## src/rtl/rx_wm_pkg.sv

```systemverilog
package rx_wm_pkg;
  localparam int P_DW    = 16;
  localparam int P_DEPTH = 16;
  localparam int P_WMW   = 4;
  localparam int P_CW    = $clog2(P_DEPTH + 1);

  // Threshold count at which the ready flag sets: level setting + 1.
  function automatic logic [P_CW-1:0] thr_of(input logic [P_WMW-1:0] lvl);
    return P_CW'(lvl) + P_CW'(1);
  endfunction

  // Shape a stored word for the data port according to data length.
  function automatic logic [P_DW-1:0] shape_word(input logic [P_DW-1:0] w,
                                                 input logic narrow);
    logic [P_DW-1:0] m;
    m = narrow ? {{(P_DW-8){1'b0}}, 8'hFF} : '1;
    return w & m;
  endfunction
endpackage

```

## src/rtl/rx_wm_store.sv

```systemverilog
module rx_wm_store
  import rx_wm_pkg::*;
#(
  parameter int DW    = P_DW,
  parameter int DEPTH = P_DEPTH,
  parameter int CW    = P_CW,
  localparam int AW   = $clog2(DEPTH)
) (
  input  logic          clk,
  input  logic          rst_n,
  input  logic          flush,
  input  logic          push,
  input  logic [DW-1:0] wdata,
  input  logic          pop,
  output logic [DW-1:0] head,
  output logic [CW-1:0] count,
  output logic [CW-1:0] count_nxt,
  output logic          push_ok,
  output logic          pop_ok,
  output logic          ovr_evt
);
  logic [DW-1:0] mem [DEPTH];
  logic [AW-1:0] wp, rp;
  logic          full, empty;

  assign full    = (count == CW'(DEPTH));
  assign empty   = (count == '0);
  assign pop_ok  = pop & ~empty & ~flush;
  assign push_ok = push & (~full | pop_ok) & ~flush;
  assign ovr_evt = push & ~push_ok & ~flush;
  assign head    = empty ? '0 : mem[rp];

  always_comb begin
    count_nxt = count;
    if (flush) count_nxt = '0;
    else if (push_ok && !pop_ok) count_nxt = count + CW'(1);
    else if (!push_ok && pop_ok) count_nxt = count - CW'(1);
  end

  always_ff @(posedge clk or negedge rst_n) begin
    if (!rst_n) begin
      wp <= '0;
      rp <= '0;
      count <= '0;
    end else begin
      count <= count_nxt;
      if (flush) begin
        wp <= '0;
        rp <= '0;
      end else begin
        if (push_ok) wp <= (wp == AW'(DEPTH-1)) ? '0 : wp + AW'(1);
        if (pop_ok)  rp <= (rp == AW'(DEPTH-1)) ? '0 : rp + AW'(1);
      end
    end
  end

  always_ff @(posedge clk) begin
    if (push_ok) mem[wp] <= wdata;
  end
endmodule

```

## src/rtl/rx_wm_flag.sv

```systemverilog
module rx_wm_flag
  import rx_wm_pkg::*;
#(
  parameter int CW = P_CW
) (
  input  logic          clk,
  input  logic          rst_n,
  input  logic          flush,
  input  logic [CW-1:0] count_nxt,
  input  logic [CW-1:0] thr,
  input  logic          dma_pop,
  input  logic          st_rd,
  input  logic          st_wr,
  input  logic          st_wval,
  output logic          flag
);
  logic armed;
  logic below;
  logic hs_clear;
  logic dma_clear;

  assign below     = (count_nxt < thr);
  assign hs_clear  = st_wr & ~st_wval & armed & below;
  assign dma_clear = dma_pop & below;

  always_ff @(posedge clk or negedge rst_n) begin
    if (!rst_n) begin
      flag  <= 1'b0;
      armed <= 1'b0;
    end else if (flush) begin
      flag  <= 1'b0;
      armed <= 1'b0;
    end else begin
      if (!below)                       flag <= 1'b1;
      else if (hs_clear || dma_clear)   flag <= 1'b0;
      if (hs_clear || dma_clear)        armed <= 1'b0;
      else if (st_rd && flag)           armed <= 1'b1;
    end
  end
endmodule

```

## src/rtl/rx_wm_fifo.sv

```systemverilog
module rx_wm_fifo
  import rx_wm_pkg::*;
#(
  parameter int DW    = P_DW,
  parameter int DEPTH = P_DEPTH,
  parameter int WMW   = P_WMW,
  localparam int CW   = $clog2(DEPTH + 1)
) (
  input  logic           clk,
  input  logic           rst_n,
  input  logic           push_valid,
  input  logic [DW-1:0]  push_data,
  input  logic           cpu_rd_data,
  input  logic           cpu_rd_stat,
  input  logic           cpu_wr_stat,
  input  logic           cpu_wr_val,
  input  logic           dma_rd,
  input  logic           fifo_flush,
  input  logic [WMW-1:0] wm_level,
  input  logic           byte_mode,
  input  logic           irq_en,
  input  logic           dma_en,
  output logic [DW-1:0]  rd_data,
  output logic [CW-1:0]  count,
  output logic           rdy_flag,
  output logic           ovr_flag,
  output logic           irq,
  output logic           dma_req
);
  logic [DW-1:0] head;
  logic [CW-1:0] count_nxt;
  logic [CW-1:0] thr;
  logic          pop_req;
  logic          push_ok, pop_ok, ovr_evt;

  assign pop_req = cpu_rd_data | dma_rd;
  assign thr     = CW'(thr_of(P_WMW'(wm_level)));

  rx_wm_store #(.DW(DW), .DEPTH(DEPTH), .CW(CW)) u_store (
    .clk(clk), .rst_n(rst_n), .flush(fifo_flush),
    .push(push_valid), .wdata(push_data), .pop(pop_req),
    .head(head), .count(count), .count_nxt(count_nxt),
    .push_ok(push_ok), .pop_ok(pop_ok), .ovr_evt(ovr_evt)
  );

  rx_wm_flag #(.CW(CW)) u_flag (
    .clk(clk), .rst_n(rst_n), .flush(fifo_flush),
    .count_nxt(count_nxt), .thr(thr), .dma_pop(dma_rd & pop_ok),
    .st_rd(cpu_rd_stat), .st_wr(cpu_wr_stat), .st_wval(cpu_wr_val),
    .flag(rdy_flag)
  );

  always_ff @(posedge clk or negedge rst_n) begin
    if (!rst_n)          ovr_flag <= 1'b0;
    else if (fifo_flush) ovr_flag <= 1'b0;
    else if (ovr_evt)    ovr_flag <= 1'b1;
  end

  assign rd_data = pop_ok ? DW'(shape_word(P_DW'(head), byte_mode)) : '0;
  assign irq     = rdy_flag & irq_en;
  assign dma_req = rdy_flag & dma_en;
endmodule

```

## config.mk

```make
export PLATFORM = sky130hd
export DESIGN_NAME = rx_wm_fifo
export DESIGN_NICKNAME = d
export VERILOG_FILES = /design/src/rtl/rx_wm_pkg.sv /design/src/rtl/rx_wm_store.sv /design/src/rtl/rx_wm_flag.sv /design/src/rtl/rx_wm_fifo.sv
export SDC_FILE = /design/constraint.sdc
export NUM_CORES = 1
export LEC_CHECK = 0
export BUFFER_PORTS_ARGS = -buffer_cell sky130_fd_sc_hd__buf_2
export CORE_MARGIN = 10
export CORE_UTILIZATION = 61
export CTS_CLUSTER_DIAMETER = 200
export DETAILED_ROUTE_END_ITERATION = 10
export GPL_ROUTABILITY_DRIVEN = 0
export PLACE_DENSITY_LB_ADDON = 0.1
export SLEW_MARGIN = 20
export SYNTH_ARGS = -nofsm -noshare
export SYNTH_HDL_FRONTEND = slang
export SYNTH_SLANG_ARGS = --single-unit
```

## constraint.sdc

```tcl
create_clock -name clk -period 4.05 [get_ports clk]
set_input_delay 0.2025 -clock clk [delete_from_list [all_inputs] [get_ports clk]]
set_output_delay 0.2025 -clock clk [all_outputs]
set_load 0.005 [all_outputs]
```

---- Word level (Yosys, flattened, before mapping) ----
Memories as Yosys holds them, arrays and structs flattened.
Index checks and enable logic that the tools add are counted.
storage, ports and cells
  flip-flop bits (word level) ............. 16
  memory bits (writable) .................. 256
  input bits .............................. 32
  logic and storage cells ................. 71
  memories ................................ 1
operators by class
  add/sub/neg operators ................... 5
  order comparisons ....................... 1
  equality and inequality tests ........... 4
  mux-type cells .......................... 22
  bitwise operators ....................... 21
  reductions and logical operators ........ 11
memories
  name         words  width  read ports  clocked after Yosys merged registers in  write ports  line               RTL
  u_store.mem  16     16     1           0                                        1            rx_wm_store.sv:22  logic [DW-1:0] mem [DEPTH];
operator list
  cell                 count
  $mux 16              3
  $mux 4               6
  $and 16x16->16       1
  $mux 5               3
  $and 1x1->1          13
  $mux 1               10
  $add 4x1->4 const B  2
  $eq 4x4->1 const B   2
  $reduce_bool 2->1    3
  $add 4x1->5 const B  1
  $add 5x1->5 const B  1
  $eq 5x5->1 const B   1
  $logic_not 5->1      1
  $lt 5x5->1           1
  $not 1->1            5
  $sub 5x1->5 const B  1
  $logic_and 1x1->1    3
  $ne 3x3->1 const B   1
  $reduce_bool 3->1    1
  $logic_not 1->1      2
  $or 1x1->1           2
  $logic_or 1x1->1     1

---- Logic depth before layout (Yosys ltp) ----
Gate-level depths: netlist (run 1).
  depth in word-level cells ............... 18
  gate-level depth with buffers ........... 12
  depth with buffers taken out ............ 11

---- By module ----
From an unflattened synthesis (run 1), not the netlist that was laid out.
unflattened totals
  cells, all modules ...................... 646
  area total of the unflattened synthesis .. 11,204.5 µm²
by module, submodules not included
  module       times used  cells each  area an instance (µm²)  sequential area each (µm²)
  rx_wm_store  1           593         10,794.1                8,012.7
  rx_wm_fifo   1           30          221.5                   25.0
  rx_wm_flag   1           23          188.9                   50.0

---- Least setup slack after synthesis (run 1) ----
No wires, ideal clock.
  path type ............................... reg-to-reg
  from .................................... register u_store.count[0]
  to ...................................... register u_flag.flag
  arrival time ............................ 3.021 ns
  path slack .............................. 0.943 ns
  stages on the path, launching flop included .. 13
  path buffers ............................ 1
  clock period less this slack ............ 3.107 ns
  cells stage by stage .................... dfrtp_1 > inv_1 > ha_1 > or3b_2 > clkbuf_1 > a21o_1 > a31oi_1 > mux2_1 > ha_1 > nand3_1 > or4_1 > a21o_1 > o211ai_1
between the ends
  longest elaborated chain between the ends .. 16
  elaborated cells between the ends (all ways) .. 26
  those cells by class .................... 2 x add/sub; 1 x order compare; 2 x eq/ne; 5 x mux; 10 x bitwise; 6 x reduce/logical
RTL lines
  item                                   line                                RTL
  start, declared                        rx_wm_store.sv:16                   output logic [CW-1:0] count,
  start signal, assigned                 rx_wm_store.sv:46                   count <= count_nxt;
  $logic_not 5->1                        rx_wm_store.sv:27                   assign empty = (count == '0);
  $not 1->1                              rx_wm_store.sv:28                   assign pop_ok = pop & ~empty & ~flush;
  $and 1x1->1 (2 in series)              rx_wm_store.sv:28
  $or 1x1->1                             rx_wm_store.sv:29                   assign push_ok = push & (~full | pop_ok) & ~flush;
  $and 1x1->1 (2 in series)              rx_wm_store.sv:29
  $logic_not 1->1                        rx_wm_store.sv:37                   else if (!push_ok && pop_ok) count_nxt = count - CW'(1);
  $logic_and 1x1->1                      rx_wm_store.sv:37
  $mux 5                                 rx_wm_store.sv:37
  $mux 5 (*)                             rx_wm_store.sv:36                   else if (push_ok && !pop_ok) count_nxt = count + CW'(1);
  $mux 5 (*)                             rx_wm_store.sv:35                   if (flush) count_nxt = '0;
  named net count_nxt[2]                 rx_wm_fifo.sv:31                    logic [CW-1:0] count_nxt;
  $lt 5x5->1 (*)                         rx_wm_flag.sv:22                    assign below = (count_nxt < thr);
  $and 1x1->1, on equally long branches  rx_wm_flag.sv:23, rx_wm_flag.sv:24
  $logic_or 1x1->1                       rx_wm_flag.sv:35                    else if (hs_clear || dma_clear) flag <= 1'b0;
  $ne 3x3->1 (no line)                   --
  end signal, assigned                   rx_wm_flag.sv:28                    flag <= 1'b0;
  end signal, assigned                   rx_wm_flag.sv:34                    if (!below) flag <= 1'b1;
  end signal, assigned                   rx_wm_flag.sv:35
  end, declared                          rx_wm_flag.sv:15                    output logic flag
Mark *: on every way through the listed nets, which the timed path passes. The rest lies on a longest branch.
A chain may end at the register's enable or synchronous reset.

---- Worst setup path after layout (run 1) ----
  from .................................... register u_store.count[0]
  to ...................................... output rd_data[14]
between the ends
  longest elaborated chain between the ends .. 5
  elaborated cells between the ends (all ways) .. 7
  those cells by class .................... 2 x mux; 4 x bitwise; 1 x reduce/logical
RTL lines
  item                       line               RTL
  $logic_not 5->1 (*)        rx_wm_store.sv:27
  $not 1->1                  rx_wm_store.sv:28
  $and 1x1->1 (2 in series)  rx_wm_store.sv:28
  $mux 16 (*)                rx_wm_fifo.sv:59   assign rd_data = pop_ok ? DW'(shape_word(P_DW'(head), byte_mode)) : '0;
  end, declared              rx_wm_fifo.sv:23   output logic [DW-1:0] rd_data,
Mark *: on every way between the ends. The rest lies on a longest branch, timed or not.

==> results of run 1 <==
-- worst register-to-register path, stage by stage, from the launching register on --
cell	delay [ns]
dfrtp_1	0.44
inv_1	0.23
ha_1	0.22
or4b_1	0.62
and4_1	0.28
a31oi_1	0.19
mux2_1	0.37
ha_1	0.34
nand3_1	0.16
or4_1	0.46
a21o_1	0.18
o211ai_1	0.08
-- worst max path at each step --
stage	to	cells past startpoint
finish	rd_data[14]	7
global route	rd_data[14]	7
CTS	rd_data[14]	7
detailed placement	u_flag.flag$_DFFE_PN0P_	11
global placement	u_flag.flag$_DFFE_PN0P_	11
floorplan	u_flag.flag$_DFFE_PN0P_	12
-- cells by family (layout without fill, tap and decap cells) --
| kind of cell | count (synthesis) | after routing |
|---|---|---|
| AND/OR/NAND/NOR | 79 | 79 |
| XOR/XNOR | 5 | 5 |
| multiplexers | 101 | 101 |
| flip-flops | 272 | 272 |
| adder cells (fa/ha/maj) | 13 | 13 |
| AO/OA/AOI/OAI | 50 | 50 |
| buffers and inverters | 39 | 138 |
-- layout make-up --
class | instances | area (µm²)
Timing Repair Buffer | 78 | 460
Inverter | 10 | 37.5
Multi-Input combinational cell | 248 | 2890
Tap cell | 229 | 287
Clock inverter | 13 | 193
Clock buffer | 37 | 743
Fill cell | 1086 | 5260
Sequential cell | 272 | 8090
-- report_power, final --
| group | switching [mW] | total [mW] | internal, mW |
|---|---|---|---|
| Clock | 0.993 | 2.59 | 1.60 |
| Combinational | 0.676 | 1.40 | 0.720 |
| Sequential | 0.160 | 3.29 | 3.13 |
-- registers in the layout, indices dropped and copies added, names as in the netlist --
name           count
u_store.count      5
u_store.rp         4
u_flag.armed       1
u_store.wp         4
u_store.mem      256
u_flag.flag        1
ovr_flag           1
-- per-layer routing --
layer	vias up	share of wire, %
li1	2463	-
met1	2954	42
met2	234	50
met3	30	7.3
met4	0	1.2
met5	-	0
-- metrics by stage --
stage / setup WS (ns) / hold slack (ns)
final: 0.303 / 0.0499
after global placement: 0.742 / 0.136
after CTS: 0.328 / 0.0348
after global routing: 0.0472 / 0.0490
after detailed placement: 0.512 / 0.149
after floorplan: 0.943 / -0.0931
-- placed cells by master, fill, tap and decap left out, types with 12 or more instances in the layout --
master / netlist / routed
edfxtp_1: 256 / 256
mux4_2: 64 / 64
buf_2: 9 / 56
mux2i_1: 33 / 33
clkbuf_16: 0 / 27
buf_4: 2 / 20
nor2_1: 25 / 13
ha_1: 13 / 13
dfrtp_1: 16 / 13
nand2_1: 12 / 12
nor2_2: 0 / 12
-- timing repair --
action                                 in CTS  in global routing
setup endpoints to repair                   0                  0
buffers inserted                            0                  0
hold buffers                                1                  0
endpoints found under the hold margin      16                  0
==> impl_metrics.json, run 1 <==
{
  "status": "complete, no violations",
  "relSlewSlack_pct": 33.3,
  "synth_edf_count": 256,
  "synth_ff_type": "edfxtp_1",
  "port_buffers": 56,
  "skew_ns": 0.0115,
  "holdCritStartpoint": "push_data[7]",
  "drc": 0,
  "synth_compound_gate_area_share_pct": 3.44,
  "path_cells": "inv_1 -> ha_1 -> nor4b_2 -> or4_1 -> or2_0 -> o22ai_2 -> buf_2",
  "h-tree-depth": 1,
  "cts_buffers": 27,
  "synth_area_mm2": 0.0111,
  "cts_tree": "done",
  "grtUsageMet2_pct": 30.7,
  "path_max_fanout": 9,
  "met3_usage_pct": 3.28,
  "rsz0062_at_grt": "no",
  "final_cells": 887,
  "cts_buffer_depth": 3,
  "max_cap_violations": 0,
  "rows": 49,
  "power.leakage_nw": 4.18,
  "vias_per_cell": 6.40,
  "rr_startpoint": "u_store.count[0]$_DFF_PN0_",
  "worstMarginPinSlew_ns": 1.00,
  "grt_pass1_wl_mm": 35.6,
  "setup_viol": 0,
  "synth_top_family_by_area": "multiplexers",
  "synthDistinctLibCells": 53,
  "place_inst": 836,
  "ys_ff_latch": 272,
  "avgSynthCellArea_um2": 19.9,
  "grt_overflow": 0,
  "fin_crit_ns": 3.75,
  "fin_tns_setup_ns": 0,
  "synth_top_cell_area_share_pct": 69.2,
  "start_kind": "flip-flop",
  "cts-resized-gates": 0,
  "wl_per_cell_um": 25.9,
  "finalHoldViolCount": 0,
  "ys_warn_count": 0,
  "worstSkewPairLatency_ns": 0.53,
  "cp_slowest_cell": "or2_0",
  "syn_inst": 559,
  "yosysSeqAreaShare_pct": 72.8,
  "start_util_pct": 61.8,
  "total_power_mw": 7.28,
  "vdd.ir_drop.worst_uv": 401,
  "r2r_slack_ns": 0.40,
  "async_reset_ff_share_pct": 5.88,
  "synth_fa_ha_area_share_pct": 1.46,
  "ff2ff_path_depth": 11,
  "fin_area_mm2": 0.0127,
  "fin_util_pct": 70.7,
  "ios": 57,
  "numClockSinks": 272,
  "synthMuxAreaShare_pct": 16.5,
  "min_period_over_period_pct": 92.5,
  "cts.clk_slew.worst_paths_ns": 0.06,
  "crit_arrival_ns": 3.54,
  "hold_depth": 1,
  "syn2layout_area_growth_pct": 14.4,
  "synth_simple_gate_area_share_pct": 3.84,
  "grt_busiest_layer": "met2",
  "powerDensity_mw_per_mm2": 573,
  "nNetsFinal": 682,
  "placed_cell_area_mm2": 0.0118,
  "hold_path.class": "in -> reg",
  "dieHeight_um": 155,
  "holdPathEnd": "u_store.mem[5][7]$_DFFE_PP_",
  "grt_max_degree": 39,
  "num_antenna_cells": 0,
  "die_w_um": 155,
  "timing.rr.end": "u_flag.flag$_DFFE_PN0P_",
  "route.vias.total": 5681,
  "synth_most_common_cell": "edfxtp_1",
  "coreArea_mm2": 0.0180,
  "synthTopCellsByCount": "256 x edfxtp_1, 64 x mux4_2, 33 x mux2i_1",
  "worst-path-buf-inv": 2,
  "synth_fp_nets": 604,
  "use_met1_pct": 27.8,
  "antenna_found_initial": 0,
  "synth_area_leaders": "edfxtp_1 69%, mux4_2 13%, dfrtp_1 3.6%, mux2i_1 3.0%, ha_1 1.5%",
  "hpwl_mm": 14.5,
  "required_ns": 3.85,
  "detail_route.first_pass.iterations": 8,
  "path_delay_family": "simple AND/OR/NAND/NOR gates",
  "first_iter_violations": 626,
  "wirelength_mm": 23.0,
  "drv_slew": 0,
  "drtAntennaViolNets": 0,
  "cp-end-kind": "output pin",
  "timing.fmax_mhz": 267,
  "track_usage_pct": 19.3,
  "cts-root-buf": "clkbuf_16",
  "drive_gt1_share_pct": 33.4,
  "synth-xor-area-share_pct": 0.394,
  "grt_pass1_vias": 5887,
  "crit_type": "reg -> out",
  "critical_path.max_stage_delay_ns": 0.78,
  "synth_top_cell_by_area": "edfxtp_1",
  "dieArea_mm2": 0.0240,
  "critPathLaunch": "u_store.count[0]$_DFF_PN0_"
}
Power figures use the tool's default switching activity.
==> run 2, diff against run 1 <==
--- a/config.mk
+++ b/config.mk
@@ -5,13 +5,13 @@
 export SDC_FILE = /design/constraint.sdc
 export NUM_CORES = 1
 export LEC_CHECK = 0
-export BUFFER_PORTS_ARGS = -buffer_cell sky130_fd_sc_hd__buf_2
 export CORE_MARGIN = 10
-export CORE_UTILIZATION = 61
+export CORE_UTILIZATION = 63
 export CTS_CLUSTER_DIAMETER = 200
 export DETAILED_ROUTE_END_ITERATION = 10
+export DONT_BUFFER_PORTS = 1
 export GPL_ROUTABILITY_DRIVEN = 0
-export PLACE_DENSITY_LB_ADDON = 0.1
+export PLACE_DENSITY = 0.89
 export SLEW_MARGIN = 20
 export SYNTH_ARGS = -nofsm -noshare
 export SYNTH_HDL_FRONTEND = slang
==> impl_metrics.json, run 2 (synthesis gave the netlist of run 1 again) <==
{
  "coreArea_mm2": 0.0173,
  "fillers": 931,
  "wirelength_mm": 26.2,
  "final_cell_mix": "256 x edfxtp_1, 64 x mux4_2, 33 x mux2i_1",
  "reg_top3": "u_store.mem: 256 flops, u_store.count: 5 flops",
  "track_usage_pct": 21.7,
  "start_util_pct": 64.2,
  "skew_ns": 0.0130,
  "cts.clk_slew.worst_paths_ns": 0.07,
  "path_max_fanout": 9,
  "timing.rr.end": "u_flag.flag$_DFFE_PN0P_",
  "cts-root-buf": "clkbuf_16",
  "multi_input_area_mm2": 0.00286,
  "h-tree-depth": 1,
  "drv_slew": 0,
  "grt_overflow": 0,
  "status": "complete, no violations",
  "largest_reg_flops": 256,
  "placed_cell_area_mm2": 0.0114,
  "route.vias.total": 6035,
  "num_antenna_cells": 0,
  "final_common_cell": "edfxtp_1",
  "detail_route.first_pass.iterations": 7,
  "start_kind": "flip-flop",
  "finalHoldViolCount": 0,
  "holdPathEnd": "u_store.rp[1]$_DFFE_PN0P_",
  "numClockSinks": 272,
  "rows": 48,
  "wl_per_cell_um": 31.0,
  "ios": 57,
  "grt_pass1_vias": 5983,
  "timing.fmax_mhz": 256,
  "cp-end-kind": "output pin",
  "drtAntennaViolNets": 0,
  "crit_type": "reg -> out",
  "ff2ff_path_depth": 11,
  "die_w_um": 153,
  "fin_crit_ns": 3.91,
  "grt_pass1_wl_mm": 39.0,
  "syn2layout_area_growth_pct": 12.6,
  "max_cap_violations": 0,
  "drive_gt1_share_pct": 24.1,
  "worstSkewPairLatency_ns": 0.52,
  "grt_max_degree": 37,
  "relSlewSlack_pct": 25.3,
  "required_ns": 3.85,
  "vias_per_cell": 7.15,
  "largest_register": "u_store.mem",
  "hold_path.class": "in -> reg",
  "rr_startpoint": "u_store.count[0]$_DFF_PN0_",
  "first_iter_violations": 929,
  "port_buffers": 0,
  "cts_tree": "done",
  "cts_buffers": 26,
  "vdd.ir_drop.worst_uv": 453,
  "hpwl_mm": 14.8,
  "fin_tns_setup_ns": 0,
  "worstMarginPinSlew_ns": 1.12,
  "power.leakage_nw": 3.97,
  "seqCellArea_mm2": 0.00809,
  "min_period_over_period_pct": 96.5,
  "setup_viol": 0,
  "rsz0062_at_grt": "no",
  "hold_depth": 3,
  "antenna_found_initial": 0,
  "cts_buffer_depth": 3,
  "fin_area_mm2": 0.0125,
  "dieArea_mm2": 0.0233,
  "drc": 0,
  "holdCritStartpoint": "cpu_rd_data",
  "powerDensity_mw_per_mm2": 572,
  "r2r_slack_ns": 0.25,
  "nNetsFinal": 644,
  "dieHeight_um": 153,
  "crit_arrival_ns": 3.71
}
==> run 2: repair_timing <==
item	4_1_cts	5_1_grt
hold buffers	19	1
resized for setup	0	0
setup buffers	0	0
hold endpoints to repair	288	1
==> run 2: report_power, final <==
part / leakage [nW] / internal, mW / total, mW / switching (mW)
clock network: 0.417 / 1.41 / 2.43 / 1.02
logic: 1.03 / 0.687 / 1.40 / 0.709
registers: 2.52 / 3.13 / 3.33 / 0.199
==> run 2: how the worst max path moves through the flow <==
| stage | from | end | slack (ns) | depth (start not counted) |
|---|---|---|---|---|
| 3_5_place_dp | u_store.count[0]$_DFF_PN0_ | u_flag.flag$_DFFE_PN0P_ | 0.51 | 11 |
| 5_1_grt | u_store.count[0]$_DFF_PN0_ | rd_data[11] | 0.04 | 6 |
| 2_1_floorplan | u_store.count[0]$_DFF_PN0_ | u_flag.flag$_DFFE_PN0P_ | 0.94 | 12 |
| 6_report | u_store.count[0]$_DFF_PN0_ | rd_data[11] | 0.14 | 6 |
| 4_1_cts | u_store.count[0]$_DFF_PN0_ | rd_data[11] | 0.29 | 6 |
| 3_3_place_gp | u_store.count[0]$_DFF_PN0_ | u_flag.flag$_DFFE_PN0P_ | 0.72 | 11 |
==> run 2: cell type report <==
class	instances	share of cell area, %
flip-flops and latches	272	64.7
multi-input cells	248	22.9
clock buffers	31	5.52
repair buffers	41	2.96
well taps	225	2.25
clock inverters	17	1.31
inverters	10	0.300
==> run 2: critical path, stage by stage (launching register included) <==
cell	delay (ns)
dfrtp_1	0.46
inv_1	0.24
ha_1	0.25
nor4b_2	0.65
or4_1	0.56
or2_0	0.77
o22ai_2	0.25
==> run 2: metrics by stage <==
step                utilization (%)  power (mW)  hold slack (ns)  cells  setup slack [ns]
finish                         72.3        7.16           0.0205    844             0.141
global route                   72.3        7.37           0.0300    844            0.0364
CTS                            72.2        7.13         0.000887    843             0.293
detailed placement             66.2        4.65          -0.0926    776             0.513
global placement               66.2        4.59          -0.0926    776             0.720
floorplan                         -        4.36          -0.0931    559             0.943
==> run 2: metal layers <==
metal | share of wire, % | track usage, % | up-vias
met1 | 35 | 28.5 | 3026
met5 | 0 | 0 | -
met4 | 4.5 | 8.99 | 0
met3 | 11 | 4.57 | 111
li1 | - | - | 2381
met2 | 49 | 34.8 | 517
